$ cat src/rtl/acc_dp_pkg.sv
package acc_dp_pkg;

  localparam int SRC_W   = 2;
  localparam int ALU_W   = 3;
  localparam int SHIFT_W = 2;

  typedef enum logic [SRC_W-1:0] {
    SRC_CHAIN = 2'b00,
    SRC_REG   = 2'b01,
    SRC_DIN   = 2'b10,
    SRC_IMM   = 2'b11
  } src_sel_e;

  typedef enum logic [ALU_W-1:0] {
    ALU_PASS = 3'b000,
    ALU_AND  = 3'b001,
    ALU_OR   = 3'b010,
    ALU_NOT  = 3'b011,
    ALU_ADD  = 3'b100,
    ALU_SUB  = 3'b101,
    ALU_INC  = 3'b110,
    ALU_DEC  = 3'b111
  } alu_op_e;

  typedef enum logic [SHIFT_W-1:0] {
    SH_PASS = 2'b00,
    SH_LEFT = 2'b01,
    SH_RGHT = 2'b10,
    SH_ROTR = 2'b11
  } shift_op_e;

endpackage

$ cat src/rtl/acc_regfile.sv
module acc_regfile #(
  parameter int W     = 8,
  parameter int DEPTH = 8,
  localparam int AW   = (DEPTH > 1) ? $clog2(DEPTH) : 1
) (
  input  logic          clk,
  input  logic          rst,
  input  logic          we,
  input  logic [AW-1:0] addr,
  input  logic [W-1:0]  wdata,
  output logic [W-1:0]  rdata
);

  logic [W-1:0] entry_q [DEPTH];

  // One register per entry so that reset can clear the whole file in one edge.
  for (genvar g = 0; g < DEPTH; g++) begin : g_entry
    always_ff @(posedge clk) begin
      if (rst) begin
        entry_q[g] <= '0;
      end else if (we && (addr == AW'(g))) begin
        entry_q[g] <= wdata;
      end
    end
  end

  always_comb begin
    rdata = '0;
    for (int i = 0; i < DEPTH; i++) begin
      if (addr == AW'(i)) rdata = entry_q[i];
    end
  end

endmodule

$ cat src/rtl/acc_alu.sv
module acc_alu
  import acc_dp_pkg::*;
#(
  parameter int W = 8
) (
  input  alu_op_e      op,
  input  logic [W-1:0] acc,
  input  logic [W-1:0] opnd,
  output logic [W-1:0] res
);

  localparam logic [W-1:0] ONE = W'(1);

  always_comb begin
    unique case (op)
      ALU_PASS: res = acc;
      ALU_AND:  res = acc & opnd;
      ALU_OR:   res = acc | opnd;
      ALU_NOT:  res = ~acc;
      ALU_ADD:  res = acc + opnd;
      ALU_SUB:  res = acc - opnd;
      ALU_INC:  res = acc + ONE;
      ALU_DEC:  res = acc - ONE;
      default:  res = acc;
    endcase
  end

endmodule

$ cat src/rtl/acc_shifter.sv
module acc_shifter
  import acc_dp_pkg::*;
#(
  parameter int W = 8
) (
  input  shift_op_e    op,
  input  logic [W-1:0] din,
  output logic [W-1:0] dout
);

  always_comb begin
    unique case (op)
      SH_PASS: dout = din;
      SH_LEFT: dout = {din[W-2:0], 1'b0};
      SH_RGHT: dout = {1'b0, din[W-1:1]};
      SH_ROTR: dout = {din[0], din[W-1:1]};
      default: dout = din;
    endcase
  end

endmodule

$ cat src/rtl/acc_datapath.sv
module acc_datapath
  import acc_dp_pkg::*;
#(
  parameter int DATA_W   = 8,
  parameter int NUM_REGS = 8,
  localparam int AW      = (NUM_REGS > 1) ? $clog2(NUM_REGS) : 1
) (
  input  logic               clk,
  input  logic               rst,
  input  logic [DATA_W-1:0]  din,
  input  logic [DATA_W-1:0]  imm,
  input  logic [SRC_W-1:0]   src_sel,
  input  logic               acc_we,
  input  logic [AW-1:0]      reg_addr,
  input  logic               reg_we,
  input  logic [ALU_W-1:0]   alu_op,
  input  logic [SHIFT_W-1:0] shift_op,
  input  logic               out_en,
  output logic [DATA_W-1:0]  dout,
  output logic               zero_flag,
  output logic               pos_flag
);

  logic [DATA_W-1:0] acc_q;
  logic [DATA_W-1:0] rf_rdata;
  logic [DATA_W-1:0] alu_res;
  logic [DATA_W-1:0] chain_res;
  logic [DATA_W-1:0] acc_next;
  logic [DATA_W-1:0] dout_q;

  acc_regfile #(.W(DATA_W), .DEPTH(NUM_REGS)) u_rf (
    .clk   (clk),
    .rst   (rst),
    .we    (reg_we),
    .addr  (reg_addr),
    .wdata (acc_q),
    .rdata (rf_rdata)
  );

  acc_alu #(.W(DATA_W)) u_alu (
    .op   (alu_op_e'(alu_op)),
    .acc  (acc_q),
    .opnd (rf_rdata),
    .res  (alu_res)
  );

  acc_shifter #(.W(DATA_W)) u_shift (
    .op   (shift_op_e'(shift_op)),
    .din  (alu_res),
    .dout (chain_res)
  );

  always_comb begin
    unique case (src_sel_e'(src_sel))
      SRC_CHAIN: acc_next = chain_res;
      SRC_REG:   acc_next = rf_rdata;
      SRC_DIN:   acc_next = din;
      SRC_IMM:   acc_next = imm;
      default:   acc_next = chain_res;
    endcase
  end

  always_ff @(posedge clk) begin
    if (rst) begin
      acc_q <= '0;
    end else if (acc_we) begin
      acc_q <= acc_next;
    end
  end

  always_ff @(posedge clk) begin
    if (rst) begin
      dout_q <= '0;
    end else begin
      dout_q <= out_en ? acc_q : '0;
    end
  end

  assign dout      = dout_q;
  assign zero_flag = (acc_q == '0);
  assign pos_flag  = (acc_q != '0) && !acc_q[DATA_W-1];

endmodule

$ cat config.mk
export PLATFORM = sky130hd
export DESIGN_NAME = acc_datapath
export DESIGN_NICKNAME = d
export VERILOG_FILES = /design/src/rtl/acc_dp_pkg.sv /design/src/rtl/acc_regfile.sv /design/src/rtl/acc_alu.sv /design/src/rtl/acc_shifter.sv /design/src/rtl/acc_datapath.sv
export SDC_FILE = /design/constraint.sdc
export NUM_CORES = 1
export LEC_CHECK = 0
export ABC_AREA = 1
export BUFFER_PORTS_ARGS = -buffer_cell sky130_fd_sc_hd__buf_2
export CAP_MARGIN = 20
export CORE_MARGIN = 3
export CORE_UTILIZATION = 50
export CTS_BUF_LIST = sky130_fd_sc_hd__clkbuf_8
export CTS_CLUSTER_SIZE = 40
export DETAILED_ROUTE_END_ITERATION = 6
export PLACE_DENSITY = 0.67
export SYNTH_ARGS = -nofsm -noshare
export SYNTH_HDL_FRONTEND = slang
export SYNTH_SLANG_ARGS = --single-unit
$ cat constraint.sdc
create_clock -name clk -period 4.41 [get_ports clk]
set_clock_uncertainty 0.1 [all_clocks]
set_input_delay 0.441 -clock clk [delete_from_list [all_inputs] [get_ports clk]]
set_output_delay 0.441 -clock clk [all_outputs]
set_load 0.01 [all_outputs]
; ---- Word-level counts from Yosys, hierarchy flattened
; Memories as Yosys holds them, arrays and structs flattened.
; Cells that the tools add are included.
; W data, S select, Z words.
[word_totals]
regBits = 16
ramBits = 64
inputBits = 31
output_inout_bits = 10
wordCells = 101
mem_count = 1
[mem_list]
columns = name, words, word_bits, rd, rd_clocked_by_memory_dff, write_ports, line
row1 = u_rf.entry_q, 8, 8, 8, 0, 8, acc_regfile.sv:14  ; logic [W-1:0] entry_q [DEPTH];
[op_classes]
add_sub_neg = 4
n_eq_ne = 20
mux = 45
n_bitwise = 12
reduce_logical = 17
[op_table]
columns = op, count
row1 = $mux W8, 16
row2 = $pmux W8 S4, 2
row3 = $pmux W8 S8, 1
row4 = $mux W1, 26
row5 = $eq A3 B3 Y1 const B, 8
row6 = $eq A3 B2 Y1 const B, 4
row7 = $logic_and A1 B1 Y1, 9
row8 = $add A8 B1 Y8 const B, 1
row9 = $add A8 B8 Y8, 1
row10 = $and A8 B8 Y8, 1
row11 = $eq A2 B2 Y1 const B, 4
row12 = $logic_not A8 Y1, 1
row13 = $not A8 Y8, 1
row14 = $or A1 B1 Y1, 8
row15 = $or A8 B8 Y8, 1
row16 = $reduce_bool A8 Y1, 1
row17 = $sub A8 B1 Y8 const B, 1
row18 = $sub A8 B8 Y8, 1
row19 = $eq A3 B1 Y1 const B, 2
row20 = $logic_not A3 Y1, 2
row21 = $eq A2 B1 Y1 const B, 2
row22 = $logic_not A2 Y1, 2
row23 = $reduce_or A2 Y1, 1
row24 = $logic_not A1 Y1, 1
row25 = $not A1 Y1, 1

; ---- Depth between registers and ports, before layout
; Gate-level depths: netlist of run 1.
[depth]
ltp_word = 13
ltp_mapped = 32
ltp_nobuf = 31

; ---- By module
; From an unflattened synthesis of run 1, not the netlist that was laid out.
[unflattened]
hier_cells = 593
hier_area_um2 = 4889.7
[by_module_without_submodules]
columns = module, n_inst, cells_per_inst, area_each_um2, seq_area_each_um2
row1 = acc_regfile, 1, 282, 3021.6, 1921.8
row2 = acc_alu, 1, 156, 872.1, 0.0
row3 = acc_datapath, 1, 120, 823.3, 320.3
row4 = acc_shifter, 1, 35, 172.7, 0.0

; ---- Least setup slack after synthesis of run 1
; OpenSTA, ideal clock, no wires.
[synth_timing]
path_kind = input to register
from = input reg_addr[1]
to = register acc_q[7]
setup_ps = 67
t_arrival_ps = 3544
required_ps = 4243
path_slack_ps = 699
path_stages = 29
n_path_buf = 1
cell_sequence = buf_4 > nor2_2 > nand2_1 > inv_1 > nand2_1 > nand4_1 > nor2_1 > nand4_1 > inv_1 > ha_1 > o22ai_1 > inv_1 > fa_1 > nor2_1 > o21ai_0 > nand2_1 > nand2_1 > nand2_1 > a21oi_1 > xor2_1 > o21ai_0 > nor2_1 > nand3_1 > nand2_1 > nor3_1 > nor2_1 > nand2_1 > nand2_1 > a21oi_2
[synth_between]
elab_chain_len = 13
elab_cells_between_ends = 23
classes_between = add/sub: 2 / eq/ne: 7 / mux: 11 / bitwise: 2 / reduce/logical: 1
[synth_lines]
columns = element, line
row1 = start: declaration, acc_datapath.sv:14  ; input logic [AW-1:0] reg_addr,
row2 = $logic_not A3 Y1, acc_regfile.sv:30  ; if (addr == AW'(i)) rdata = entry_q[i];
row3 = $mux W8 (7 in a row), acc_regfile.sv:30
row4 = $mux W8 (*), acc_regfile.sv:30
row5 = "$sub A8 B8 Y8, or another cell as far along", acc_alu.sv:21  ; ALU_SUB: res = acc - opnd;
row6 = $pmux W8 S8, acc_alu.sv:15  ; unique case (op)
row7 = $pmux W8 S4, acc_shifter.sv:12  ; unique case (op)
row8 = $pmux W8 S4 (*), acc_datapath.sv:54  ; unique case (src_sel_e'(src_sel))
row9 = end signal: assignment, acc_datapath.sv:67  ; acc_q <= acc_next;
row10 = end: declaration, acc_datapath.sv:24  ; logic [DATA_W-1:0] acc_q;
; Mark *: on every way between the ends. The rest lies on a longest branch, timed or not.
; A chain may end at the register's enable or synchronous reset.

; ---- Worst setup path in the final report of run 1
[layout_timing]
from = input reg_addr[0]
to = register acc_q[7]
; The elaborated chain is that of the path after synthesis.

==> impl_metrics.toml, run 1 <==
[drt]
drc_errors = 0
post_drt_wl_per_cell_um = 16.8
drt-initial-drc-count = 426
ant_nets = 0
dr.pass1.iters = 7
num_vias = 4277
wl_um = 12400
routed_via_density = 5.81

[die]
die-area_um2 = 10400
core-area_um2 = 8850
num_io_pins = 41
initial_core_util = 0.521
rows = 34
die-height_um = 102
die_w_um = 102

[pwr]
leakage_nw = 2.07
powerDensity_nw_per_um2 = 341
peakVddDrop_uv = 189

[cells_and_area]
syn_to_final_growth_pct = 10.3
drive_above_1_share = 0.132
nets = 663
final_common_cell = "nand2_1"
utilization = 0.574
antenna-diode-count = 0
final_cell_mix = "nand2_1 (124), nor2_1 (109), edfxtp_1 (64)"

[clock_network]
htree_levels = 3
clkSinkCount = 80
cts-root-buf = "clkbuf_8"
cts_tree = "done"
path_clk_slew_ps = 90
cts_inserted_buffers = 9
clock_latency_ps = 360
clockBufferDepth = 2
cts_hold_buf = 0

[critical_path]
worstPathRequired_ps = 4560
path_max_fanout = 11
path_class = "input pin to flip-flop"
worstSetupEndpointType = "flip-flop"
crit_path_start_kind = "input pin"
arrival_ps = 4050

[sta]
slew_headroom = 0.445
hold_viol = 0
fin_setup_tns_ps = 0
finalSetupViolCount = 0
rsz0062_at_grt = "false"
finalCriticalPeriod_ps = 3900
fmax_mhz = 257
min_period_over_period = 0.883
hold_ws_ps = 265
tightest_slew_ps = 829
drv_slew = 0

[synthesis]
syn_area_per_cell_um2 = 7.87
yosys.area.top_type = "edfxtp_1"
synth.distinct_cells = 36
ys.warnings.count = 0
synth_seq_cells = 80
synth_nets = 625
ys_top_cells_by_area = "edfxtp_1 (42%), nand2_1 (10%), nor2_1 (8.9%)"
seq_area_frac_synth = 0.487
syn_area_um2 = 4610
synthCells = 585
yosysTopAreaCellShare = 0.417

[hold_path]
min_path_type = "input pin to flip-flop"

[grt]
grt_pass1_wl_um = 19500
grt_overflow = 0
grtUsageTotal = 0.244
grt_antenna_before_repair = 0
grt_pass1_vias = 3847
grt_max_degree = 24

[placement]
portBuffers = 40
place_congestion = 0.928
dp_hpwl_um = 9210

[outcome]
outcome = "complete, no violations"

[flow_run]
cap_viol_max_count = 0
[critical path, cell delays in order]
cell	delay (ps)
buf_2	240
inv_2	150
nand4_1	100
nand3_1	70
nor2_1	210
nand4_1	210
nor2_2	310
nand2_1	110
nor2_2	220
xor2_1	170
nand2_1	60
nand2_1	80
ha_1	260
o21ai_0	90
nand2_1	110
nand2_1	70
nand2_1	50
a21oi_1	150
xor2_1	160
o21ai_0	90
nor2_1	140
nand3_1	110
nand2_1	110
nor3_1	50
nor2_1	110
nand2_1	60
nand2_1	70
a21oi_2	50
[timing repair]
action	CTS	global route
setup endpoints to repair	0	2
resized for setup	0	3
setup buffers	0	0
hold endpoints to repair	0	0
[final timing paths]
path | start | to | slack (ps) | cells after the start
min reg2reg | acc_q[7] | acc_q[7] | 440 | 2
max | reg_addr[0] | acc_q[7] | 510 | 28
min | rst | acc_q[7] | 260 | 2
max reg2reg | u_rf.entry_q[0][10] | acc_q[7] | 610 | 26
[registers in the layout, summed over array words and instances, names as in the netlist]
signal,count
dout,8
acc_q,8
u_rf.entry_q,64
[metrics by stage]
stage	total power, mW	area, µm²	instances	setup WS, ps
after floorplan	1.11	4610	585	699
after global placement	1.21	4860	715	172
after detailed placement	1.22	4860	715	97.2
after CTS	1.73	5050	731	467
after global routing	1.81	5080	736	39.3
final	1.73	5080	736	514
[report_power, final]
part / leakage [nW] / switching (mW) / internal (mW)
logic: 1.17 / 0.237 / 0.107
clock network: 0.0995 / 0.293 / 0.228
registers: 0.795 / 0.0191 / 0.847
[synth_stat cells]
master / n
o21ai_0: 35
buf_4: 2
fa_1: 1
clkbuf_1: 16
buf_6: 2
xnor2_1: 1
nor2_1: 109
inv_2: 5
edfxtp_1: 64
buf_2: 1
a22oi_1: 1
o311ai_0: 1
a21oi_1: 29
ha_1: 8
o22ai_1: 2
o2111ai_1: 1
nor3_4: 1
nand3_2: 1
nor4_1: 1
nand3_1: 52
nor3_1: 11
inv_1: 48
nand2_1: 124
o211ai_1: 1
or2_2: 1
or2_0: 1
nor2_2: 8
nand4_1: 27
a21oi_2: 1
nor3_2: 2
a31oi_1: 2
clkinv_1: 3
a221oi_1: 1
xor2_1: 4
dfxtp_1: 16
a32oi_1: 2
[routing by layer]
layer / wire [µm] / GRT usage / part of all wire / up-vias
li1: - / - / - / 2062
met2: 5580 / 0.380 / 0.45 / 183
met3: 940 / 0.0375 / 0.076 / 14
met1: 5650 / 0.363 / 0.46 / 2018
met5: 0 / 0 / 0 / -
met4: 177 / 0.0555 / 0.014 / 0
[cell families after synthesis]
kind of cell	after synthesis	synth area share
adder cells (fa/ha/maj)	9	0.0261
AND/OR/NAND/NOR	338	0.320
XOR/XNOR	5	0.00951
flip-flops	80	0.487
AO/OA/AOI/OAI	76	0.0897
buffers and inverters	77	0.0679
[layout make-up]
type	instances	area (µm²)
tap	108	135
timing repair buffer	48	248
multi-input combinational	428	2060
clock inverter	6	48.8
fill	835	3770
inverter	56	213
clock buffer	10	138
sequential	80	2240
Note: power is estimated with default switching activity, not from simulation.
==> run 2: changes to the inputs <==
--- a/config.mk
+++ b/config.mk
@@ -13,7 +13,7 @@
 export CTS_BUF_LIST = sky130_fd_sc_hd__clkbuf_8
 export CTS_CLUSTER_SIZE = 40
 export DETAILED_ROUTE_END_ITERATION = 6
-export PLACE_DENSITY = 0.67
+export PLACE_DENSITY = 0.69
 export SYNTH_ARGS = -nofsm -noshare
 export SYNTH_HDL_FRONTEND = slang
 export SYNTH_SLANG_ARGS = --single-unit
==> impl_metrics.toml, run 2 (same netlist as run 1, synthesis figures left out) <==
[outcome]
outcome = "complete, no violations"

[sta]
finalCriticalPeriod_ps = 4070
min_period_over_period = 0.923
slew_headroom = 0.415
hold_viol = 0
tightest_slew_ps = 875
setup_ws_ps = 339
rsz0062_at_grt = "false"
fin_setup_tns_ps = 0
finalSetupViolCount = 0
fmax_mhz = 246
drv_slew = 0

[cells_and_area]
syn_to_final_growth_pct = 10.6
nets = 663
multi_input_area_um2 = 2050
final_common_cell = "nand2_1"
drive_above_1_share = 0.132
final_cell_area_um2 = 5100
layoutNonFillerInstCount = 736
n_fill_cell = 820
utilization = 0.576
antenna-diode-count = 0
final_cell_mix = "nand2_1 (124), nor2_1 (109), edfxtp_1 (64)"
top_register = "u_rf.entry_q"
largest_reg_flops = 64
seq_area_um2 = 2240

[critical_path]
worstSetupEndpointType = "flip-flop"
critPathTopFamily = "simple AND/OR/NAND/NOR gates"
arrival_ps = 4270
r2r-end = "acc_q[6]"
crit_start = "reg_addr[1]"
r2r_setup_slack_ps = 570
path_max_fanout = 11
cpMaxStageDelayCell = "nor3_2"
crit_path_start_kind = "input pin"
path_class = "input pin to flip-flop"
worstPathRequired_ps = 4600
crit_buf_inv = 3
r2r_cells = 26
crit_path_frequent_cell = "nand2_1"
max_stage_delay_ps = 520
reg2reg_from = "u_rf.entry_q[0][18]"

[die]
core-area_um2 = 8850
rows = 34
die_w_um = 102
die-area_um2 = 10400
initial_core_util = 0.521
num_io_pins = 41
die-height_um = 102

[clock_network]
clkSinkCount = 80
cts_resized = 0
clockBufferDepth = 2
htree_levels = 3
path_clk_slew_ps = 100
post_cts_buffers = 0
cts-root-buf = "clkbuf_8"
cts_hold_buf = 0
cts_inserted_buffers = 9
cts_tree = "done"
clock_latency_ps = 350

[pwr]
peakVddDrop_uv = 264
leakage_nw = 2.07
powerDensity_nw_per_um2 = 350

[grt]
grt_overflow = 0
grt_pass1_wl_um = 19200
grt_pass1_vias = 3773
grt_max_degree = 24
grtUsageTotal = 0.242
grt_antenna_before_repair = 0

[flow_run]
cap_viol_max_count = 0

[placement]
numPlacedInstances = 715
place_area_um2 = 4860
dp_hpwl_um = 8990
place_congestion = 0.963
portBuffers = 40
place_ws_ps = 91.1

[drt]
post_drt_wl_per_cell_um = 16.7
drc_errors = 0
dr.pass1.iters = 5
num_vias = 4218
drt-initial-drc-count = 395
ant_nets = 0
wl_um = 12300
routed_via_density = 5.73

[hold_path]
worstHoldStart = "rst"
hold_end = "acc_q[7]"
worstHoldPathCells = 2
min_path_type = "input pin to flip-flop"
[run 2: where the power goes]
part | internal [mW] | switching (mW) | total [mW]
sequential | 0.847 | 0.0176 | 0.864
combinational | 0.106 | 0.236 | 0.343
clock | 0.274 | 0.302 | 0.576
[run 2: area by class of cell]
| cell class | instances | share of cell area |
|---|---|---|
| multi-input cells | 428 | 0.402 |
| well taps | 108 | 0.0265 |
| clock inverters | 7 | 0.0164 |
| inverters | 56 | 0.0412 |
| clock buffers | 9 | 0.0243 |
| flip-flops and latches | 80 | 0.440 |
| repair buffers | 48 | 0.0491 |
[run 2: metrics by stage]
stage,hold slack (ps),total power [mW]
after floorplan,363,1.11
after global placement,415,1.21
after detailed placement,423,1.21
after CTS,262,1.78
after global routing,263,1.86
final,279,1.78
[run 2: worst max path at each step]
| stage | endpoint | depth (start not counted) | slack (ps) |
|---|---|---|---|
| finish | acc_q[6] | 26 | 340 |
| CTS | acc_q[7] | 26 | 460 |
| detailed placement | acc_q[6] | 26 | 90 |
| floorplan | acc_q[7] | 29 | 700 |
| global route | acc_q[6] | 26 | 10 |
| global placement | acc_q[7] | 29 | 210 |
[run 2: metal layers]
layer | wire [µm] | GRT usage | vias to the layer above
li1 | - | - | 2060
met1 | 5490 | 0.351 | 1970
met2 | 5690 | 0.381 | 172
met3 | 912 | 0.0375 | 16
met4 | 176 | 0.0656 | 0
met5 | 0 | 0 | -
[run 2: worst register-to-register path, cell delays in order, from the launching register on]
cell      delay (ps)
edfxtp_1         370
nand4_1          120
nand3_1          100
nor2_1           220
nand4_1          220
nor2_2           320
nand2_1          120
nor2_2           200
xor2_1           170
nand2_1           60
nand2_1           80
ha_1             260
o21ai_0          100
nand2_1          110
nand2_1           70
nand2_1           50
a21oi_1          150
xor2_1           150
o21ai_0           90
nor2_1           130
nand3_1          110
nand2_1          120
nor3_1            50
nor2_1           100
nand2_1           70
nand2_1           60
a21oi_1           50
